===== config.mk =====
export PLATFORM = sky130hd
export DESIGN_NAME = eprom_read_bridge
export DESIGN_NICKNAME = d
export VERILOG_FILES = /design/src/rtl/erb_pkg.sv /design/src/rtl/erb_counter.sv /design/src/rtl/erb_ctrl.sv /design/src/rtl/erb_capture.sv /design/src/rtl/eprom_read_bridge.sv
export SDC_FILE = /design/constraint.sdc
export NUM_CORES = 1
export LEC_CHECK = 0
export ABC_AREA = 1
export BUFFER_PORTS_ARGS = -buffer_cell sky130_fd_sc_hd__buf_2
export CORE_MARGIN = 2
export CORE_UTILIZATION = 49
export CTS_CLUSTER_SIZE = 14
export DETAILED_ROUTE_END_ITERATION = 7
export HOLD_SLACK_MARGIN = 0.15
export PLACE_DENSITY = 0.79
export RECOVER_POWER = 25
export SYNTH_ARGS = -nofsm -noshare
export SYNTH_HDL_FRONTEND = slang
export SYNTH_HIERARCHICAL = 1
export SYNTH_SLANG_ARGS = --single-unit

===== constraint.sdc =====
create_clock -name clk_i -period 1.9 [get_ports clk_i]
set_clock_uncertainty 0.15 [all_clocks]
set_input_delay 0.38 -clock clk_i [delete_from_list [all_inputs] [get_ports clk_i]]
set_output_delay 0.38 -clock clk_i [all_outputs]
set_load 0.02 [all_outputs]

===== src/rtl/erb_pkg.sv =====
package erb_pkg;

  typedef enum logic [1:0] {
    ST_IDLE,
    ST_ACCESS,
    ST_FLOAT
  } erb_state_e;

  function automatic int unsigned larger(input int unsigned a, input int unsigned b);
    return (a > b) ? a : b;
  endfunction

  // Cycles chip-enable is held low: the slower of the address path and the
  // delayed output-enable path decides.
  function automatic int unsigned capture_cycles(input int unsigned acc,
                                                 input int unsigned lag,
                                                 input int unsigned oe);
    return larger(acc, lag + oe);
  endfunction

  function automatic int unsigned count_width(input int unsigned top);
    return (top < 2) ? 1 : $clog2(top + 1);
  endfunction

endpackage


===== src/rtl/erb_counter.sv =====
module erb_counter #(
  parameter int unsigned W = 5
) (
  input  logic         clk_i,
  input  logic         rst_ni,
  input  logic         clr_i,
  input  logic         en_i,
  output logic [W-1:0] q_o
);

  always_ff @(posedge clk_i or negedge rst_ni) begin
    if (!rst_ni)    q_o <= '0;
    else if (clr_i) q_o <= '0;
    else if (en_i)  q_o <= q_o + W'(1);
  end

endmodule


===== src/rtl/erb_ctrl.sv =====
module erb_ctrl
  import erb_pkg::*;
#(
  parameter int unsigned ADDR_W    = 18,
  parameter int unsigned ACC_CYC   = 23,
  parameter int unsigned OE_CYC    = 13,
  parameter int unsigned OE_LAG    = 10,
  parameter int unsigned FLOAT_CYC = 8
) (
  input  logic              clk_i,
  input  logic              rst_ni,
  input  logic              req_i,
  input  logic [ADDR_W-1:0] addr_i,
  output logic [ADDR_W-1:0] addr_o,
  output logic              ce_n_o,
  output logic              oe_n_o,
  output logic              ack_o,
  output logic              cap_fire_o
);

  localparam int unsigned CAP   = capture_cycles(ACC_CYC, OE_LAG, OE_CYC);
  localparam int unsigned CNT_W = count_width(larger(CAP, FLOAT_CYC));
  localparam logic [CNT_W-1:0] CAP_LAST   = CNT_W'(CAP - 1);
  localparam logic [CNT_W-1:0] FLOAT_LAST = CNT_W'(FLOAT_CYC - 1);

  erb_state_e       state_q, state_d;
  logic [CNT_W-1:0] acc_q, flt_q;
  logic             accept, oe_start, cap_fire, flt_done;

  // Named events
  assign accept   = (state_q == ST_IDLE) && req_i;
  assign cap_fire = (state_q == ST_ACCESS) && (acc_q == CAP_LAST);
  assign flt_done = (state_q == ST_FLOAT) && (flt_q == FLOAT_LAST);
  assign cap_fire_o = cap_fire;

  erb_counter #(.W(CNT_W)) u_acc_cnt (
    .clk_i (clk_i),
    .rst_ni(rst_ni),
    .clr_i (accept),
    .en_i  (state_q == ST_ACCESS),
    .q_o   (acc_q)
  );

  erb_counter #(.W(CNT_W)) u_flt_cnt (
    .clk_i (clk_i),
    .rst_ni(rst_ni),
    .clr_i (cap_fire),
    .en_i  (state_q == ST_FLOAT),
    .q_o   (flt_q)
  );

  generate
    if (OE_LAG == 0) begin : g_oe_with_ce
      assign oe_start = accept;
    end else begin : g_oe_delayed
      localparam logic [CNT_W-1:0] LAG_LAST = CNT_W'(OE_LAG - 1);
      assign oe_start = (state_q == ST_ACCESS) && (acc_q == LAG_LAST);
    end
  endgenerate

  always_comb begin
    state_d = state_q;
    unique case (state_q)
      ST_IDLE:   if (accept)   state_d = ST_ACCESS;
      ST_ACCESS: if (cap_fire) state_d = ST_FLOAT;
      ST_FLOAT:  if (flt_done) state_d = ST_IDLE;
      default:                 state_d = ST_IDLE;
    endcase
  end

  always_ff @(posedge clk_i or negedge rst_ni) begin
    if (!rst_ni) begin
      state_q <= ST_IDLE;
      ce_n_o  <= 1'b1;
      oe_n_o  <= 1'b1;
      ack_o   <= 1'b0;
      addr_o  <= '0;
    end else begin
      state_q <= state_d;
      ack_o   <= accept;
      if (accept) begin
        addr_o <= addr_i;
        ce_n_o <= 1'b0;
      end else if (cap_fire) begin
        ce_n_o <= 1'b1;
      end
      if (cap_fire)      oe_n_o <= 1'b1;
      else if (oe_start) oe_n_o <= 1'b0;
    end
  end

  // output enable only inside the chip-enable window
  assert_oe_inside_ce_R4: assert property (@(posedge clk_i) disable iff (!rst_ni)
    !oe_n_o |-> !ce_n_o);

  // acknowledge coincides with the start of the access
  assert_ack_with_ce_R2: assert property (@(posedge clk_i) disable iff (!rst_ni)
    ack_o |-> (!ce_n_o && $fell(ce_n_o)));

endmodule


===== src/rtl/erb_capture.sv =====
module erb_capture #(
  parameter int unsigned DATA_W = 16
) (
  input  logic              clk_i,
  input  logic              rst_ni,
  input  logic              cap_i,
  input  logic [DATA_W-1:0] data_i,
  output logic [DATA_W-1:0] rdata_o,
  output logic              rvalid_o
);

  always_ff @(posedge clk_i or negedge rst_ni) begin
    if (!rst_ni) begin
      rdata_o  <= '0;
      rvalid_o <= 1'b0;
    end else begin
      rvalid_o <= cap_i;
      if (cap_i) rdata_o <= data_i;
    end
  end

  // strobe lasts one cycle
  assert_valid_pulse_R8: assert property (@(posedge clk_i) disable iff (!rst_ni)
    rvalid_o |=> !rvalid_o);

  // data held between strobes
  assert_rdata_hold_R8: assert property (@(posedge clk_i) disable iff (!rst_ni)
    !rvalid_o |-> $stable(rdata_o));

endmodule


===== src/rtl/eprom_read_bridge.sv =====
module eprom_read_bridge
  import erb_pkg::*;
#(
  parameter int unsigned ADDR_W    = 18,
  parameter int unsigned DATA_W    = 16,
  parameter int unsigned ACC_CYC   = 23,
  parameter int unsigned OE_CYC    = 13,
  parameter int unsigned OE_LAG    = 10,
  parameter int unsigned FLOAT_CYC = 8
) (
  input  logic              clk_i,
  input  logic              rst_ni,
  input  logic              req_i,
  input  logic [ADDR_W-1:0] addr_i,
  output logic              ack_o,
  output logic [DATA_W-1:0] rdata_o,
  output logic              rvalid_o,
  output logic [ADDR_W-1:0] mem_addr_o,
  output logic              mem_ce_no,
  output logic              mem_oe_no,
  input  logic [DATA_W-1:0] mem_data_i
);

  localparam int unsigned CAP   = capture_cycles(ACC_CYC, OE_LAG, OE_CYC);
  localparam int unsigned RUN_W = 16;
  localparam logic [RUN_W-1:0] RUN_MAX = '1;

  logic cap_fire;

  erb_ctrl #(
    .ADDR_W   (ADDR_W),
    .ACC_CYC  (ACC_CYC),
    .OE_CYC   (OE_CYC),
    .OE_LAG   (OE_LAG),
    .FLOAT_CYC(FLOAT_CYC)
  ) u_ctrl (
    .clk_i     (clk_i),
    .rst_ni    (rst_ni),
    .req_i     (req_i),
    .addr_i    (addr_i),
    .addr_o    (mem_addr_o),
    .ce_n_o    (mem_ce_no),
    .oe_n_o    (mem_oe_no),
    .ack_o     (ack_o),
    .cap_fire_o(cap_fire)
  );

  erb_capture #(.DATA_W(DATA_W)) u_capture (
    .clk_i   (clk_i),
    .rst_ni  (rst_ni),
    .cap_i   (cap_fire),
    .data_i  (mem_data_i),
    .rdata_o (rdata_o),
    .rvalid_o(rvalid_o)
  );

  // Pin-level run counters observed by the timing assertions
  logic [RUN_W-1:0] ce_lo_run, oe_lo_run, ce_hi_run;

  always_ff @(posedge clk_i or negedge rst_ni) begin
    if (!rst_ni) begin
      ce_lo_run <= '0;
      oe_lo_run <= '0;
      ce_hi_run <= RUN_W'(FLOAT_CYC + 1);
    end else begin
      ce_lo_run <= mem_ce_no ? '0 : ((ce_lo_run == RUN_MAX) ? ce_lo_run : ce_lo_run + RUN_W'(1));
      oe_lo_run <= mem_oe_no ? '0 : ((oe_lo_run == RUN_MAX) ? oe_lo_run : oe_lo_run + RUN_W'(1));
      ce_hi_run <= !mem_ce_no ? '0 : ((ce_hi_run == RUN_MAX) ? ce_hi_run : ce_hi_run + RUN_W'(1));
    end
  end

  // chip-enable window length
  assert_ce_window_R5: assert property (@(posedge clk_i) disable iff (!rst_ni)
    $rose(mem_ce_no) |-> (ce_lo_run == RUN_W'(CAP)));

  // output-enable window length
  assert_oe_window_R4: assert property (@(posedge clk_i) disable iff (!rst_ni)
    $rose(mem_oe_no) |-> (oe_lo_run == RUN_W'(CAP - OE_LAG)));

  // float recovery before the next access
  assert_float_gap_R7: assert property (@(posedge clk_i) disable iff (!rst_ni)
    $fell(mem_ce_no) |-> (ce_hi_run >= RUN_W'(FLOAT_CYC + 1)));

  // address frozen during the window
  assert_addr_held_R3: assert property (@(posedge clk_i) disable iff (!rst_ni)
    (!mem_ce_no && $past(!mem_ce_no)) |-> $stable(mem_addr_o));

  // both enables release together
  assert_release_together_R6: assert property (@(posedge clk_i) disable iff (!rst_ni)
    $rose(mem_ce_no) |-> $rose(mem_oe_no));

endmodule


==> flow_summary.yaml, run 1 <==
layout:
  antenna_cells: 0
  layout-area-overhead-vs-synth_pct: 40.3
  drive_gt1_share_pct: 27.7
  fin_nets: 400
  fill_cells: 307
critical_path:
  slowest_delay_ns: 0.44
  slowest_stage: "dfrtp_1"
  endpoint: "u_capture/rdata_o[7]"
  worst_ep_arrival_time_ns: 1.81
  worstPathMaxFanout: 18
  cp-end-kind: "flop"
  r2r_start: "u_ctrl/u_acc_cnt/q_o[0]"
  r2r_end: "u_capture/rdata_o[7]"
  crit_chain: "nor2_1 > nand4_1 > inv_1 > buf_4 > inv_6 > nand2_1 > nand2_1"
  regToRegSetupSlack_ns: 0.13
  cp-startpoint: "u_ctrl/u_acc_cnt/q_o[0]"
  cp-start-kind: "flop"
  worstPathRequired_ns: 1.94
  critical_path_class: "reg -> reg"
  rr_worst_depth: 7
  path_common_cell: "nand2_1"
yosys:
  yosysTopAreaCellShare_pct: 56.0
  yosysWarnings: 6
  synth_cells: 247
  seq_area_frac_synth_pct: 58.5
  synth-simple-area-share_pct: 31.2
  syn-cell-area_sq_mm: 0.00214
  ys_ff_latch: 50
  synth_compound_area_share_pct: 1.40
  yosys-top-cells-count: "nand2_1 (123), dfrtp_1 (48), inv_1 (15)"
  synth_mux_area_share_pct: 0
  synth-edff-count: 0
  synth_xor_area_share_pct: 0.817
  ys.flop_type: "dfrtp_1"
  synthAdderAreaFrac_pct: 1.17
  async_flop_share_pct: 100
  syn_nets: 286
  yosys.area.top_type: "dfrtp_1"
  synthTopCellsByArea: "dfrtp_1 (56%), nand2_1 (22%), inv_1 (2.6%), dfstp_2 (2.5%), nor2_1 (2.5%)"
  avgSynthCellArea_sq_um: 8.68
  yosysUniqueCellTypes: 23
  synth_top_family_by_area: "simple AND/OR/NAND/NOR gates"
  yosys.cell_count.top_type: "nand2_1"
detailed_routing:
  drc: 0
  vias: 1934
  routed_via_density: 4.68
  first_pass_iters: 4
  drt_iter0_markers: 78
  drt_wl_total_um: 5100
  wl_per_cell_um: 12.3
  ant_nets: 0
grt:
  grt_antenna_before_repair: 0
  grt_pass1_vias: 1937
  grt-ovfl-total: 0
  track_usage_pct: 22.1
  grt_max_degree: 36
  grt_pass1_wl_um: 8510
sta:
  fmax_ghz: 0.565
  rsz0062_at_grt: "no"
  hold_violations: 0
  maxSlewViolCount: 0
  fin_setup_tns_ns: 0
  post-route-period-util_pct: 93.1
  relSlewSlack_pct: 37.6
  finalCriticalPeriod_ns: 1.77
  setup_slack_ns: 0.131
  setup_viol: 0
  worst_slew_pin_slew_ns: 0.937
pwr:
  vdd_drop_max_mv: 0.662
  p_per_area_mw_per_mm2: 1480
  leakage_uw: 0.00168
  p_total_uw: 4450
floorplanning:
  core-area_sq_mm: 0.00429
  die_h_um: 70.2
  die_w_um: 70.2
  rows: 24
  die_area_sq_mm: 0.00492
  start_util_pct: 49.9
  io_pins: 75
clock_network:
  hold_buffers: 35
  cts_made_buffers: 5
  clk_latency_ns: 0.30
  cts.clk_slew.worst_paths_ns: 0.09
  clock_sinks: 50
  clock-root-buffer: "clkbuf_8"
  cts_resized: 0
  cts_tree: "built"
  post-cts-setup-buffers: 0
  htree_levels: 2
  clk_path_buf_depth: 2
placement:
  place_hpwl_um: 3110
  post-place-ws_ns: 0.179
  numPortBuffers: 74
  place_congestion: 0.821
hold_path:
  hp-class: "reg -> reg"
run_status:
  status: "finished, final reports clean"
flow_run:
  max_cap_violations: 0
==> how the worst min path moves through the flow <==
stage | start | to | slack (ns) | cells after the start
2_1_floorplan | rst_ni | u_capture/rdata_o[0] | -0.07 | 0
3_3_place_gp | rst_ni | u_ctrl/u_acc_cnt/q_o[4] | 0.18 | 1
3_5_place_dp | rst_ni | u_ctrl/u_acc_cnt/q_o[4] | 0.18 | 1
4_1_cts | req_i | u_ctrl/ack_o | 0.30 | 3
5_1_grt | u_ctrl/oe_n_o | u_ctrl/oe_n_o | 0.35 | 2
6_report | u_ctrl/oe_n_o | u_ctrl/oe_n_o | 0.33 | 2
==> report_power, final <==
part | switching, uW | internal [uW] | total [uW]
logic | 1210 | 678 | 1890
clock network | 346 | 388 | 733
registers | 301 | 1530 | 1830
==> metrics by stage <==
step	hold slack (ns)	area [sq um]	util, %	std cells
4_1_cts	0.298	3020	70.3	413
3_5_place_dp	0.179	2560	59.6	371
3_3_place_gp	0.176	2560	59.6	371
2_1_floorplan	-0.0656	2140	-	247
6_report	0.332	3010	70.1	413
5_1_grt	0.350	3010	70.1	413
==> flip-flops by register name, indices dropped and copies added (netlist names) <==
signal,count
u_ctrl/u_acc_cnt/q_o,5
u_capture/rdata_o,16
u_ctrl/ack_o,1
u_ctrl/addr_o,18
u_ctrl/state_q,2
u_ctrl/u_flt_cnt/q_o,5
u_capture/rvalid_o,1
u_ctrl/ce_n_o,1
u_ctrl/oe_n_o,1
==> layout by cell type, fill, tap and decap left out, types with 2 or more instances in the layout <==
master	n
clkinv_1	2
nor2_1	14
dfrtp_1	48
nand3_1	7
dfstp_2	2
xnor2_1	2
buf_2	73
nand2_1	124
nor2_2	2
nor2_4	4
clkbuf_8	5
inv_1	15
ha_1	2
nand2_2	5
nor3_1	2
a21oi_1	4
inv_2	2
o21ai_1	2
buf_4	2
dlygate4sd3_1	35
clkbuf_1	2
==> layout make-up <==
class | count | area, sq um | area share [%]
Clock inverter | 2 | 38.8 | 1.29
Clock buffer | 5 | 68.8 | 2.29
Multi-Input combinational cell | 170 | 738 | 24.5
Tap cell | 52 | 65.1 | 2.16
Timing Repair Buffer | 113 | 758 | 25.2
Sequential cell | 50 | 1250 | 41.7
Inverter | 21 | 86.3 | 2.87
==> metal layers <==
metal  up-vias  part of all wire [%]  global-route usage [%]
met5         -                     0                       0
met4         0                   1.6                    8.97
met3         7                   4.9                    5.48
met2        55                    51                    39.5
met1       903                    42                    25.3
li1        969                     -                       -
==> cell families after synthesis <==
group                    count (synthesis)
AO/OA/AOI/OAI                            6
XOR/XNOR                                 2
adder cells (fa/ha/maj)                  2
buffers and inverters                   27
flip-flops                              50
AND/OR/NAND/NOR                        160
==> critical path, delay by kind of cell, from the launching register on <==
family / cells / cell delay [ns]
flops: 1 / 0.44
buf+inv: 3 / 0.55
simple gates: 4 / 0.52
No activity file was read; power rests on OpenSTA's default activity.
==> run 2: changes to the inputs <==
- PLACE_DENSITY: 0.79 -> not set
- PLACE_DENSITY_LB_ADDON: not set -> 0.05
- SYNTH_HIERARCHICAL: 1 -> not set
==> flow_summary.yaml, run 2 <==
run_status:
  status: "finished, final reports clean"
sta:
  setup_viol: 0
  post-route-period-util_pct: 89.1
  maxSlewViolCount: 0
  finalCriticalPeriod_ns: 1.69
  setup_slack_ns: 0.206
  fmax_ghz: 0.590
  worst_slew_pin_slew_ns: 0.563
  rsz0062_at_grt: "no"
  hold_violations: 0
  relSlewSlack_pct: 62.5
  fin_setup_tns_ns: 0
yosys:
  yosysUniqueCellTypes: 21
  ys_ff_latch: 50
  syn_nets: 276
  seq_area_frac_synth_pct: 60.3
  synth_cells: 235
  synth_mux_area_share_pct: 0
  synth_top_family_by_area: "simple AND/OR/NAND/NOR gates"
  syn-cell-area_sq_mm: 0.00208
  synth_compound_area_share_pct: 2.22
  yosysWarnings: 0
  yosys.cell_count.top_type: "nand2_1"
  yosys-top-cells-count: "nand2_1 (125), dfrtp_1 (48), nand3_1 (12)"
  yosys.area.top_type: "dfrtp_1"
  synthTopCellsByArea: "dfrtp_1 (58%), nand2_1 (23%), nand3_1 (2.9%), dfstp_2 (2.5%), ha_1 (2.4%)"
  async_flop_share_pct: 100
  synth_xor_area_share_pct: 0.421
  synth-simple-area-share_pct: 30.0
  yosysTopAreaCellShare_pct: 57.7
  synth-edff-count: 0
  synthAdderAreaFrac_pct: 2.41
  ys.flop_type: "dfrtp_1"
  avgSynthCellArea_sq_um: 8.85
floorplanning:
  die_area_sq_mm: 0.00478
  io_pins: 75
  die_h_um: 69.2
  core-area_sq_mm: 0.00406
  die_w_um: 69.2
  rows: 23
  start_util_pct: 51.3
critical_path:
  worstPathMaxFanout: 25
  path_common_cell: "nand2_1"
  crit_chain: "inv_1 > ha_1 > nand2_1 > inv_1 > nand3_4 > inv_4 > nand2_1 > nand2_1"
  worst_ep_arrival_time_ns: 1.78
  r2r_start: "u_ctrl.u_acc_cnt.q_o[0]"
  cp-start-kind: "flop"
  worstPathRequired_ns: 1.99
  regToRegSetupSlack_ns: 0.21
  critical_path_class: "reg -> reg"
  rr_worst_depth: 8
  r2r_end: "u_capture.rdata_o[11]"
  slowest_delay_ns: 0.42
  cp-end-kind: "flop"
  slowest_stage: "dfrtp_1"
layout:
  fin_nets: 387
  reg.largest.list: "u_ctrl.addr_o x18, u_capture.rdata_o x16"
  utilization_pct: 73.1
  largest_reg_flops: 18
  final_common_cell: "nand2_1"
  layout-area-overhead-vs-synth_pct: 42.6
  regMostFlops: "u_ctrl.addr_o"
  antenna_cells: 0
  final_cell_mix: "nand2_1 (125), buf_2 (73), dfrtp_1 (48), dlygate4sd3_1 (33), nand3_1 (12)"
  drive_gt1_share_pct: 28.0
detailed_routing:
  first_pass_iters: 4
  ant_nets: 0
  wl_per_cell_um: 12.4
  drt_iter0_markers: 104
  vias: 1867
  drt_wl_total_um: 4910
  drc: 0
  routed_via_density: 4.70
clock_network:
  cts_made_buffers: 5
  clk_latency_ns: 0.30
  cts_tree: "built"
  cts.clk_slew.worst_paths_ns: 0.09
  clock-root-buffer: "clkbuf_8"
  clock_sinks: 50
  htree_levels: 2
  clk_path_buf_depth: 2
grt:
  track_usage_pct: 21.4
  grt-ovfl-total: 0
  grt_antenna_before_repair: 0
  grt_pass1_vias: 1799
  grt_max_degree: 26
  grt_pass1_wl_um: 8120
hold_path:
  whs_path_depth: 3
  holdCritStartpoint: "mem_data_i[14]"
  hp-class: "in -> reg"
  whs_endpoint: "u_capture.rdata_o[14]"
placement:
  place_hpwl_um: 3020
  post-place-ws_ns: 0.209
  numPortBuffers: 74
  place_congestion: 0.774
flow_run:
  max_cap_violations: 0
pwr:
  leakage_uw: 0.00166
  vdd_drop_max_mv: 0.884
  p_per_area_mw_per_mm2: 1500
run 2: cell count changes after synthesis, moves of 4 or more:
cell / before / now
a21oi_1: 4 / 0
inv_1: 15 / 10
nand2_2: 6 / 0
nand3_1: 7 / 12
nor2_1: 14 / 3
o21ai_0: 0 / 8
run 2: what timing repair did:
item                      4_1_cts  5_1_grt
hold buffers                   33        0
gates resized for setup         0        0
hold endpoints to repair       50        0
setup buffers                   0        0
run 2: routing by layer:
layer | global-route usage [%] | vias to the layer above | routed length [um]
li1 | - | 947 | -
met1 | 26.5 | 858 | 2180
met2 | 36.2 | 50 | 2390
met3 | 4.97 | 12 | 215
met4 | 8.28 | 0 | 122
met5 | 0 | - | 0
run 2: through the flow:
| step | cells | power, uW | hold slack (ns) | instance area, sq um |
|---|---|---|---|---|
| after floorplan | 235 | 2900 | -0.0656 | 2080 |
| final | 397 | 4440 | 0.159 | 2970 |
| after global placement | 356 | 3470 | 0.235 | 2510 |
| after CTS | 397 | 4470 | 0.156 | 2980 |
| after detailed placement | 356 | 3500 | 0.238 | 2510 |
| after global routing | 397 | 4750 | 0.168 | 2970 |
run 2: worst max-delay path by stage:
stage                                  startpoint                      end  cells past startpoint
after CTS                 u_ctrl.u_acc_cnt.q_o[0]    u_capture.rdata_o[11]                      8
after global placement    u_ctrl.u_acc_cnt.q_o[0]     u_capture.rdata_o[1]                      8
final                     u_ctrl.u_acc_cnt.q_o[0]    u_capture.rdata_o[11]                      8
after global routing      u_ctrl.u_acc_cnt.q_o[0]    u_capture.rdata_o[11]                      8
after detailed placement  u_ctrl.u_acc_cnt.q_o[0]    u_capture.rdata_o[11]                      8
after floorplan           u_ctrl.u_acc_cnt.q_o[0]  u_ctrl.u_flt_cnt.q_o[3]                      8
run 2: final cells by class:
type                       count  area [sq um]
sequential                    50          1250
multi-input combinational    164           729
inverter                      15          58.8
clock inverter                 2          60.1
tap                           50          62.6
clock buffer                   6          82.6
timing repair buffer         110           721
fill                         305          1090
run 2: logic make-up (layout without fill, tap and decap cells):
| family | Yosys count | count (layout) |
|---|---|---|
| DFF | 50 | 50 |
| and+or+nand+nor | 150 | 150 |
| AOI/OAI and AO/OA | 9 | 9 |
| buffers and inverters | 21 | 133 |
| xor gates and xnor gates | 1 | 1 |
| adders and majority gates | 4 | 4 |
run 2: worst max-delay path: cells and delay by family (launching register included):
family / cells / cell delay, ns
buffers and inverters: 3 / 0.44
adders and majority gates: 1 / 0.14
and+or+nand+nor: 4 / 0.47
DFF: 1 / 0.42
run 2: power breakdown:
part	switching, uW	internal, uW
Combinational	1100	617
Clock	339	561
Sequential	293	1530
